==> src/rtl/fpc_pkg.sv <==
package fpc_pkg;
  localparam int unsigned HALF_W  = 16;
  localparam int unsigned SGL_W   = 32;
  localparam int unsigned H_EXP_W = 5;
  localparam int unsigned H_MAN_W = 10;
  localparam int unsigned S_EXP_W = 8;
  localparam int unsigned S_MAN_W = 23;
  localparam int unsigned MAN_GAP = S_MAN_W - H_MAN_W;          // 13
  localparam int unsigned EXP_GAP = 127 - 15;                    // 112
  localparam int unsigned FLAG_W  = 4;

  typedef struct packed {
    logic invalid;
    logic overflow;
    logic underflow;
    logic inexact;
  } fp_flags_t;

  // round-to-nearest-even increment decision
  function automatic logic rne_bump(input logic lsb, input logic guard, input logic sticky);
    return guard & (sticky | lsb);
  endfunction

  // index of the highest set bit of a half significand
  function automatic logic [4:0] top_one(input logic [H_MAN_W-1:0] m);
    logic [4:0] idx;
    idx = '0;
    for (int i = 0; i < int'(H_MAN_W); i++)
      if (m[i]) idx = 5'(i);
    return idx;
  endfunction

  // complete half-to-single value mapping (always exact)
  function automatic logic [SGL_W-1:0] widen(input logic [HALF_W-1:0] h);
    logic                 sg;
    logic [H_EXP_W-1:0]   e;
    logic [H_MAN_W-1:0]   m;
    logic [4:0]           p;
    logic [S_MAN_W:0]     nrm;
    sg = h[HALF_W-1];
    e  = h[HALF_W-2:H_MAN_W];
    m  = h[H_MAN_W-1:0];
    p  = top_one(m);
    nrm = {14'b0, m} << (5'd23 - p);
    if (&e) begin
      if (m == '0) widen = {sg, 8'hFF, 23'b0};
      else         widen = {sg, 8'hFF, m[9:8], 13'b0, m[7:0]};
    end else if (e == '0) begin
      if (m == '0) widen = {sg, 31'b0};
      else         widen = {sg, 8'({3'b0, p}) + 8'd103, nrm[S_MAN_W-1:0]};
    end else begin
      widen = {sg, 8'({3'b0, e}) + 8'(EXP_GAP), m, 13'b0};
    end
  endfunction
endpackage

==> src/rtl/fpc_h2s.sv <==
module fpc_h2s
  import fpc_pkg::*;
(
  input  logic [HALF_W-1:0] h_in,
  output logic [SGL_W-1:0]  s_out,
  output fp_flags_t         flg,
  output logic              nan_seen
);
  logic exp_full, man_nz, quiet_bit;

  assign exp_full  = &h_in[HALF_W-2:H_MAN_W];
  assign man_nz    = |h_in[H_MAN_W-1:0];
  assign quiet_bit = h_in[H_MAN_W-1];
  assign nan_seen  = exp_full & man_nz;

  assign s_out = widen(h_in);

  always_comb begin
    flg         = '0;
    flg.invalid = nan_seen & ~quiet_bit;
  end
endmodule

==> src/rtl/fpc_s2h.sv <==
module fpc_s2h
  import fpc_pkg::*;
(
  input  logic [SGL_W-1:0]  s_in,
  output logic [HALF_W-1:0] h_out,
  output fp_flags_t         flg,
  output logic              nan_seen
);
  localparam int unsigned EXT_W   = 37;
  localparam int unsigned MAX_SH  = 26;

  logic                 sg;
  logic [S_EXP_W-1:0]   ex;
  logic [S_MAN_W-1:0]   mn;
  logic signed [9:0]    he;
  logic signed [9:0]    sh_full;
  logic [5:0]           sh;
  logic [H_MAN_W-1:0]   payload;
  logic [H_MAN_W-1:0]   payload_fix;

  // normal-range path
  logic                 n_guard, n_sticky, n_up;
  logic [14:0]          n_sum;
  // denormal-range path
  logic [EXT_W-1:0]     d_ext;
  logic                 d_guard, d_sticky, d_up;
  logic [10:0]          d_res;

  assign sg = s_in[SGL_W-1];
  assign ex = s_in[SGL_W-2:S_MAN_W];
  assign mn = s_in[S_MAN_W-1:0];
  assign he = $signed({2'b00, ex}) - 10'sd112;

  assign nan_seen    = (&ex) & (|mn);
  assign payload     = {mn[22:21], mn[7:0]};
  assign payload_fix = (payload == '0) ? 10'd1 : payload;

  assign n_guard  = mn[MAN_GAP-1];
  assign n_sticky = |mn[MAN_GAP-2:0];
  assign n_up     = rne_bump(mn[MAN_GAP], n_guard, n_sticky);
  assign n_sum    = {he[4:0], mn[S_MAN_W-1:MAN_GAP]} + {14'b0, n_up};

  assign sh_full  = 10'sd14 - he;
  assign sh       = (sh_full > 10'sd26) ? 6'(MAX_SH) : sh_full[5:0];
  assign d_ext    = EXT_W'({1'b1, mn, 26'b0} >> sh);
  assign d_guard  = d_ext[25];
  assign d_sticky = |d_ext[24:0];
  assign d_up     = rne_bump(d_ext[26], d_guard, d_sticky);
  assign d_res    = d_ext[36:26] + {10'b0, d_up};

  always_comb begin
    h_out = '0;
    flg   = '0;
    if (&ex) begin
      if (mn == '0) begin
        h_out = {sg, 5'h1F, 10'b0};
      end else begin
        h_out       = {sg, 5'h1F, payload_fix};
        flg.invalid = ~mn[S_MAN_W-1];
      end
    end else if (ex == '0) begin
      h_out         = {sg, 15'b0};
      flg.inexact   = |mn;
      flg.underflow = |mn;
    end else if (he >= 10'sd31) begin
      h_out        = {sg, 5'h1F, 10'b0};
      flg.overflow = 1'b1;
      flg.inexact  = 1'b1;
    end else if (he >= 10'sd1) begin
      h_out        = {sg, n_sum};
      flg.inexact  = n_guard | n_sticky;
      flg.overflow = &n_sum[14:10];
    end else begin
      h_out         = {sg, 4'b0, d_res};
      flg.inexact   = d_guard | d_sticky;
      flg.underflow = d_guard | d_sticky;
    end
  end
endmodule

==> src/rtl/fp_hs_conv.sv <==
module fp_hs_conv
  import fpc_pkg::*;
(
  input  logic              clk,
  input  logic              rst_n,
  input  logic              to_half,
  input  logic [SGL_W-1:0]  din,
  output logic [SGL_W-1:0]  dout,
  output logic [FLAG_W-1:0] flags
);
  logic [SGL_W-1:0]  wide_res;
  logic [HALF_W-1:0] narrow_res;
  fp_flags_t         wide_flg, narrow_flg;
  logic              wide_nan, narrow_nan, nan_sel;
  logic [SGL_W-1:0]  nxt_val;
  fp_flags_t         nxt_flg;
  logic              dir_q;

  fpc_h2s u_h2s (
    .h_in     (din[HALF_W-1:0]),
    .s_out    (wide_res),
    .flg      (wide_flg),
    .nan_seen (wide_nan)
  );

  fpc_s2h u_s2h (
    .s_in     (din),
    .h_out    (narrow_res),
    .flg      (narrow_flg),
    .nan_seen (narrow_nan)
  );

  assign nan_sel = to_half ? narrow_nan : wide_nan;
  assign nxt_val = to_half ? {{(SGL_W-HALF_W){1'b0}}, narrow_res} : wide_res;
  assign nxt_flg = to_half ? narrow_flg : wide_flg;

  always_ff @(posedge clk or negedge rst_n) begin
    if (!rst_n) begin
      dout  <= '0;
      flags <= '0;
      dir_q <= 1'b0;
    end else begin
      dout  <= nxt_val;
      flags <= nxt_flg;
      dir_q <= to_half;
    end
  end


  widen_quiet_chk: assert property (@(posedge clk) disable iff (!rst_n)
    !dir_q |-> flags[2:0] == 3'b000);

  widen_nan_chk: assert property (@(posedge clk) disable iff (!rst_n)
    (!to_half && wide_nan) |=> (dout[30:23] == 8'hFF && dout[22:0] != '0));

  narrow_nan_chk: assert property (@(posedge clk) disable iff (!rst_n)
    (to_half && narrow_nan) |=> (dout[14:10] == 5'h1F && dout[9:0] != '0 && dout[31:16] == '0));

  invalid_src_chk: assert property (@(posedge clk) disable iff (!rst_n)
    flags[3] |-> $past(nan_sel));

  ovf_inexact_chk: assert property (@(posedge clk) disable iff (!rst_n)
    flags[2] |-> (flags[0] && dout[14:0] == 15'h7C00));

  unf_inexact_chk: assert property (@(posedge clk) disable iff (!rst_n)
    flags[1] |-> flags[0]);
endmodule

==> config.mk <==
export PLATFORM = sky130hd
export DESIGN_NAME = fp_hs_conv
export DESIGN_NICKNAME = d
export VERILOG_FILES = /design/src/rtl/fpc_pkg.sv /design/src/rtl/fpc_h2s.sv /design/src/rtl/fpc_s2h.sv /design/src/rtl/fp_hs_conv.sv
export SDC_FILE = /design/constraint.sdc
export NUM_CORES = 1
export LEC_CHECK = 0
export BUFFER_PORTS_ARGS = -buffer_cell sky130_fd_sc_hd__buf_2
export CAP_MARGIN = 20
export CELL_PAD_IN_SITES_DETAIL_PLACEMENT = 2
export CELL_PAD_IN_SITES_GLOBAL_PLACEMENT = 2
export CORE_MARGIN = 1.5
export CORE_UTILIZATION = 36
export DETAILED_ROUTE_END_ITERATION = 12
export HOLD_SLACK_MARGIN = 0.1
export PLACE_DENSITY_LB_ADDON = 0.1
export RECOVER_POWER = 50
export SETUP_SLACK_MARGIN = 0.3
export SYNTH_ARGS = -nofsm -noshare
export SYNTH_HDL_FRONTEND = slang
export SYNTH_SLANG_ARGS = --single-unit
==> constraint.sdc <==
create_clock -name clk -period 0.8 [get_ports clk]
set_clock_uncertainty 0.05 [all_clocks]
set_input_delay 0.04 -clock clk [delete_from_list [all_inputs] [get_ports clk]]
set_output_delay 0.04 -clock clk [all_outputs]
set_load 0.02 [all_outputs]
==> results of run 1 <==
## through the flow
step,instances,TNS (ps),worst slack [ps],hold WS (ps)
floorplan,792,-62610,-3200,-306
global placement,1293,-72710,-3500,-45.0
## logic make-up after synthesis
kind of cell,Yosys count
mux,40
simple gates,303
xor+xnor,28
buf+inv,91
compound gates,283
flops,35
fa+ha+maj,12
## cells in the mapped netlist, types with 12 or more instances
| cell | instances | share of area [%] |
|---|---|---|
| a211oi_1 | 13 | 1.8 |
| buf_2 | 17 | 1.6 |
| dfrtp_1 | 35 | 16 |
| clkbuf_1 | 41 | 2.8 |
| nand2_1 | 94 | 6.4 |
| xnor2_1 | 17 | 2.7 |
| mux2i_1 | 33 | 6.0 |
| a22oi_1 | 18 | 2.5 |
| nor3_1 | 26 | 2.4 |
| o21ai_0 | 66 | 6.0 |
| ha_1 | 12 | 2.7 |
| nor2_1 | 76 | 5.2 |
| nand3_1 | 34 | 3.1 |
| a21oi_1 | 52 | 4.7 |
| o211ai_1 | 13 | 1.8 |
| inv_1 | 18 | 1.2 |
==> run metrics, run 1 <==
outcome aborted with a tool error; last flow stage reached detailed placement (3_5_place_dp); tool error [ERROR DPL-0033] detailed placement checks failed during check placement.; routability-driven placement congestion ratio 1.08; number of primary I/O pins 71; DP HPWL 31.3 mm; mean instance size in the synthesized netlist 6.93 um2; dominant combinational cell family by area after synthesis compound AO/OA/AOI/OAI gates; count of synthesis-stage warnings from yosys 0; post-synthesis share of cell area spent on xor and xnor gates 4.60%; Initial Utilization 37.3%; number of enable flip-flop cells after synthesis 0; leading register cell type out of synthesis dfrtp_1; post-synthesis sequential element count 35; unique cell type count in the Yosys netlist 85; post-synthesis cell count 792; adder and majority gate portion of the synthesized area 2.74%; register area share after synthesis 16.0%; Simple-Gate Fraction of Synth Area 26.3%; Post-Synthesis Cell Area 5490 um2; share of cell area taken by muxes after synthesis 7.86%; number of cell rows 44; Port Buffer Count 70; total nets after synthesis 839; Die Span Y 126 um; Die Width 126 um; fraction of registers with async set/reset 100%; synthesized-area fraction occupied by ao, oa, aoi and oai cells 35.2%
==> run 2, diff against run 1 <==
==> config.mk (replaced) <==
export PLATFORM = sky130hd
export DESIGN_NAME = fp_hs_conv
export DESIGN_NICKNAME = d
export VERILOG_FILES = /design/src/rtl/fpc_pkg.sv /design/src/rtl/fpc_h2s.sv /design/src/rtl/fpc_s2h.sv /design/src/rtl/fp_hs_conv.sv
export SDC_FILE = /design/constraint.sdc
export NUM_CORES = 1
export LEC_CHECK = 0
export BUFFER_PORTS_ARGS = -buffer_cell sky130_fd_sc_hd__buf_2
export CAP_MARGIN = 20
export CORE_MARGIN = 1.5
export CORE_UTILIZATION = 25
export DETAILED_ROUTE_END_ITERATION = 12
export PLACE_DENSITY_LB_ADDON = 0.15
export RECOVER_POWER = 50
export SYNTH_ARGS = -nofsm -noshare
export SYNTH_HDL_FRONTEND = slang
export SYNTH_SLANG_ARGS = --single-unit
==> run metrics, run 2 <==
number of H-tree branching levels 2; fraction of registers with async set/reset 100% (unchanged); Std-Cell Core Area 21,700 um2; global route total overflow 0; violations in the final reports negative setup slack; via count of the first global-routing pass 7,292; Port Buffer Count 70 (unchanged); share of post-route cells with drive strength above 1 53.1%; antenna-violating nets left 0; Cell Count, Final, Fillers Out 1,441; peak supply drop 0.700 mV; Final min period 4000 ps; RSZ-0062 raised after global routing true; sink count of the clock tree 35; max-cap viol count 0; number of buffers on the longest clock path 2; Worst Setup Slack post-DPL -3690 ps; post-synthesis cell count 792 (unchanged); Post-Synthesis Cell Area 5490 um2 (unchanged); clock-pin transition on the worst setup and hold timing paths 50 ps; Leakage 0.00444 uW; HP Class in -> reg; routed length on met2 13.2 mm; highest attainable clock frequency 0.250 GHz; area growth from synthesis to final layout 87.3%; Die Span Y 151 um (+20%); worst max-slew margin expressed relative to the limit 53.6%; met3 WL 1.65 mm; number of cell rows 54 (+23%); transition at the pin with the smallest max-transition slack 691 ps; total nets after synthesis 839 (unchanged); count of final hold-check violations 0; Root Buffer Master clkbuf_16; unique cell type count in the Yosys netlist 85 (unchanged); kind of capture point of the worst setup path flip-flop; most common library cell in the layout ignoring fill and taps buf_4; M1 WL 12.9 mm; clock tree from TritonCTS yes; total area of sequential cells 876 um2; antenna violations before repair 0; Worst Path Class, Setup in -> reg; Initial Utilization 25.3% (-12 points); number of primary I/O pins 71 (unchanged); top cells by area in the synthesized netlist dfrtp_1, nand2_1, mux2i_1; crit path max fanout 21; most flop-heavy register dout; setup tns final -65,360 ps; area of the multi-input gates 5180 um2; cell taking the most area after synthesis dfrtp_1; utilization of the core after routing 47.4%; fill cell total of the finished layout 2,142; number of enable flip-flop cells after synthesis 0 (unchanged); fraction of post-synthesis cell area in the top cell type by area 16.0% (unchanged); register area share after synthesis 16.0% (unchanged); Pre-antenna DRT Iters 5; Largest regs dout (31), flags (4); Placed Instances 1,384; global-route wire length before repair 43.0 mm; leading register cell type out of synthesis dfrtp_1; Final setup violation count 69; crit start category input pin; largest net degree at the start of global routing 36; area of the die 22,900 um2; count of synthesis-stage warnings from yosys 0 (unchanged); number of flip-flops under the largest register name 31; mean instance size in the synthesized netlist 6.93 um2 (unchanged); Die Width 151 um (+20%); number of nets in the final layout 1,207; global-route total usage across every layer 24.9%; DR vias/cell 5.36; drt total wl 28.9 mm; number of CTS-inserted buffers 5; most frequent cell after synthesis nand2_1; setup slack after layout -3200 ps; post-synthesis sequential element count 35 (unchanged); Iter 0 DRT Violations 552; DRC violation count after routing 0; vias post-DR 7,729; DP HPWL 22.8 mm (-27%); critical path data arrival time 4140 ps; per-cell routed wire length 20.1 um; WP data required 940 ps; routability-driven placement congestion ratio 0.975 (-10%); leading cell types in the layout, fill and taps excluded buf_4, nand2_1, nor2_1; overall power consumption 12,100 uW; total inserted antenna cells 0; Top Layer Used met4; final clock period utilization by the worst path 501%; outcome finished, violations left; Final Max Tran Viols 0; power per standard cell area 1180 nW/um2; leading cell types by count after synthesis nand2_1, nor2_1, o21ai_0
[run 2: logic make-up after synthesis]
group                      Yosys count  synth area share, %
AOI/OAI and AO/OA                  283                 35.2
xor gates and xnor gates            28                 4.60
adders and majority gates           12                 2.74
buffers and inverters               91                 7.29
DFF                                 35                 16.0
muxes                               40                 7.86
and+or+nand+nor                    303                 26.3
[run 2: area by class of cell]
type | count | share of cell area, %
repair buffers | 434 | 35.1
well taps | 280 | 3.41
clock buffers | 5 | 1.22
multi-input cells | 666 | 50.4
inverters | 18 | 0.925
clock inverters | 3 | 0.426
flip-flops and latches | 35 | 8.52
[run 2: stage by stage]
step	hold WS, ps	area, um2
floorplan	-306	5940
global placement	-39.2	8640
detailed placement	-41.0	8640
CTS	39.7	9710
global route	63.3	10300
finish	41.3	10300
[run 2: worst max-delay path, stage by stage]
cell	delay [ps]
buf_2	140
inv_2	60
ha_4	270
buf_12	150
buf_12	190
mux2_2	360
o21ai_0	470
nor2_1	140
a211o_1	370
or3b_4	430
o31ai_4	220
a22oi_2	80
o31a_1	290
ha_4	180
o211ai_1	110
a211oi_2	90
nand2_2	140
nor3_2	50
xor2_1	130
o31ai_1	190
[run 2: report_power, final]
group	switching, uW	leakage [uW]	internal [uW]	total, uW
clock network	717	0.0000838	1470	2180
logic	4180	0.00390	3770	7950
registers	55.7	0.000455	1900	1950
[run 2: routing by layer]
metal  global-route usage, %  up-vias
met3                    2.08       61
met4                    9.61        0
met5                       0        -
met1                    33.9     3672
met2                    40.8      293
li1                        -     3703
[run 2: repair_timing]
action	in CTS	in global routing
cloned	0	0
hold buffers	2	0
setup buffers	45	27
pin swaps	60	58
hold endpoints to repair	36	0
gates resized for setup	176	88
setup endpoints to repair	69	69
[run 2: path summary, 6_finish.rpt]
kind | slack [ps] | depth (start not counted) | endpoint | from
max in group asynchronous | 130 | 3 | dout[12] | rst_n
min in group asynchronous | 270 | 3 | dout[22] | rst_n
worst min-delay path | 40 | 3 | dout[13] | to_half
worst max-delay path | -3200 | 20 | dout[7] | din[24]
Note: power is estimated with default switching activity, not from simulation.
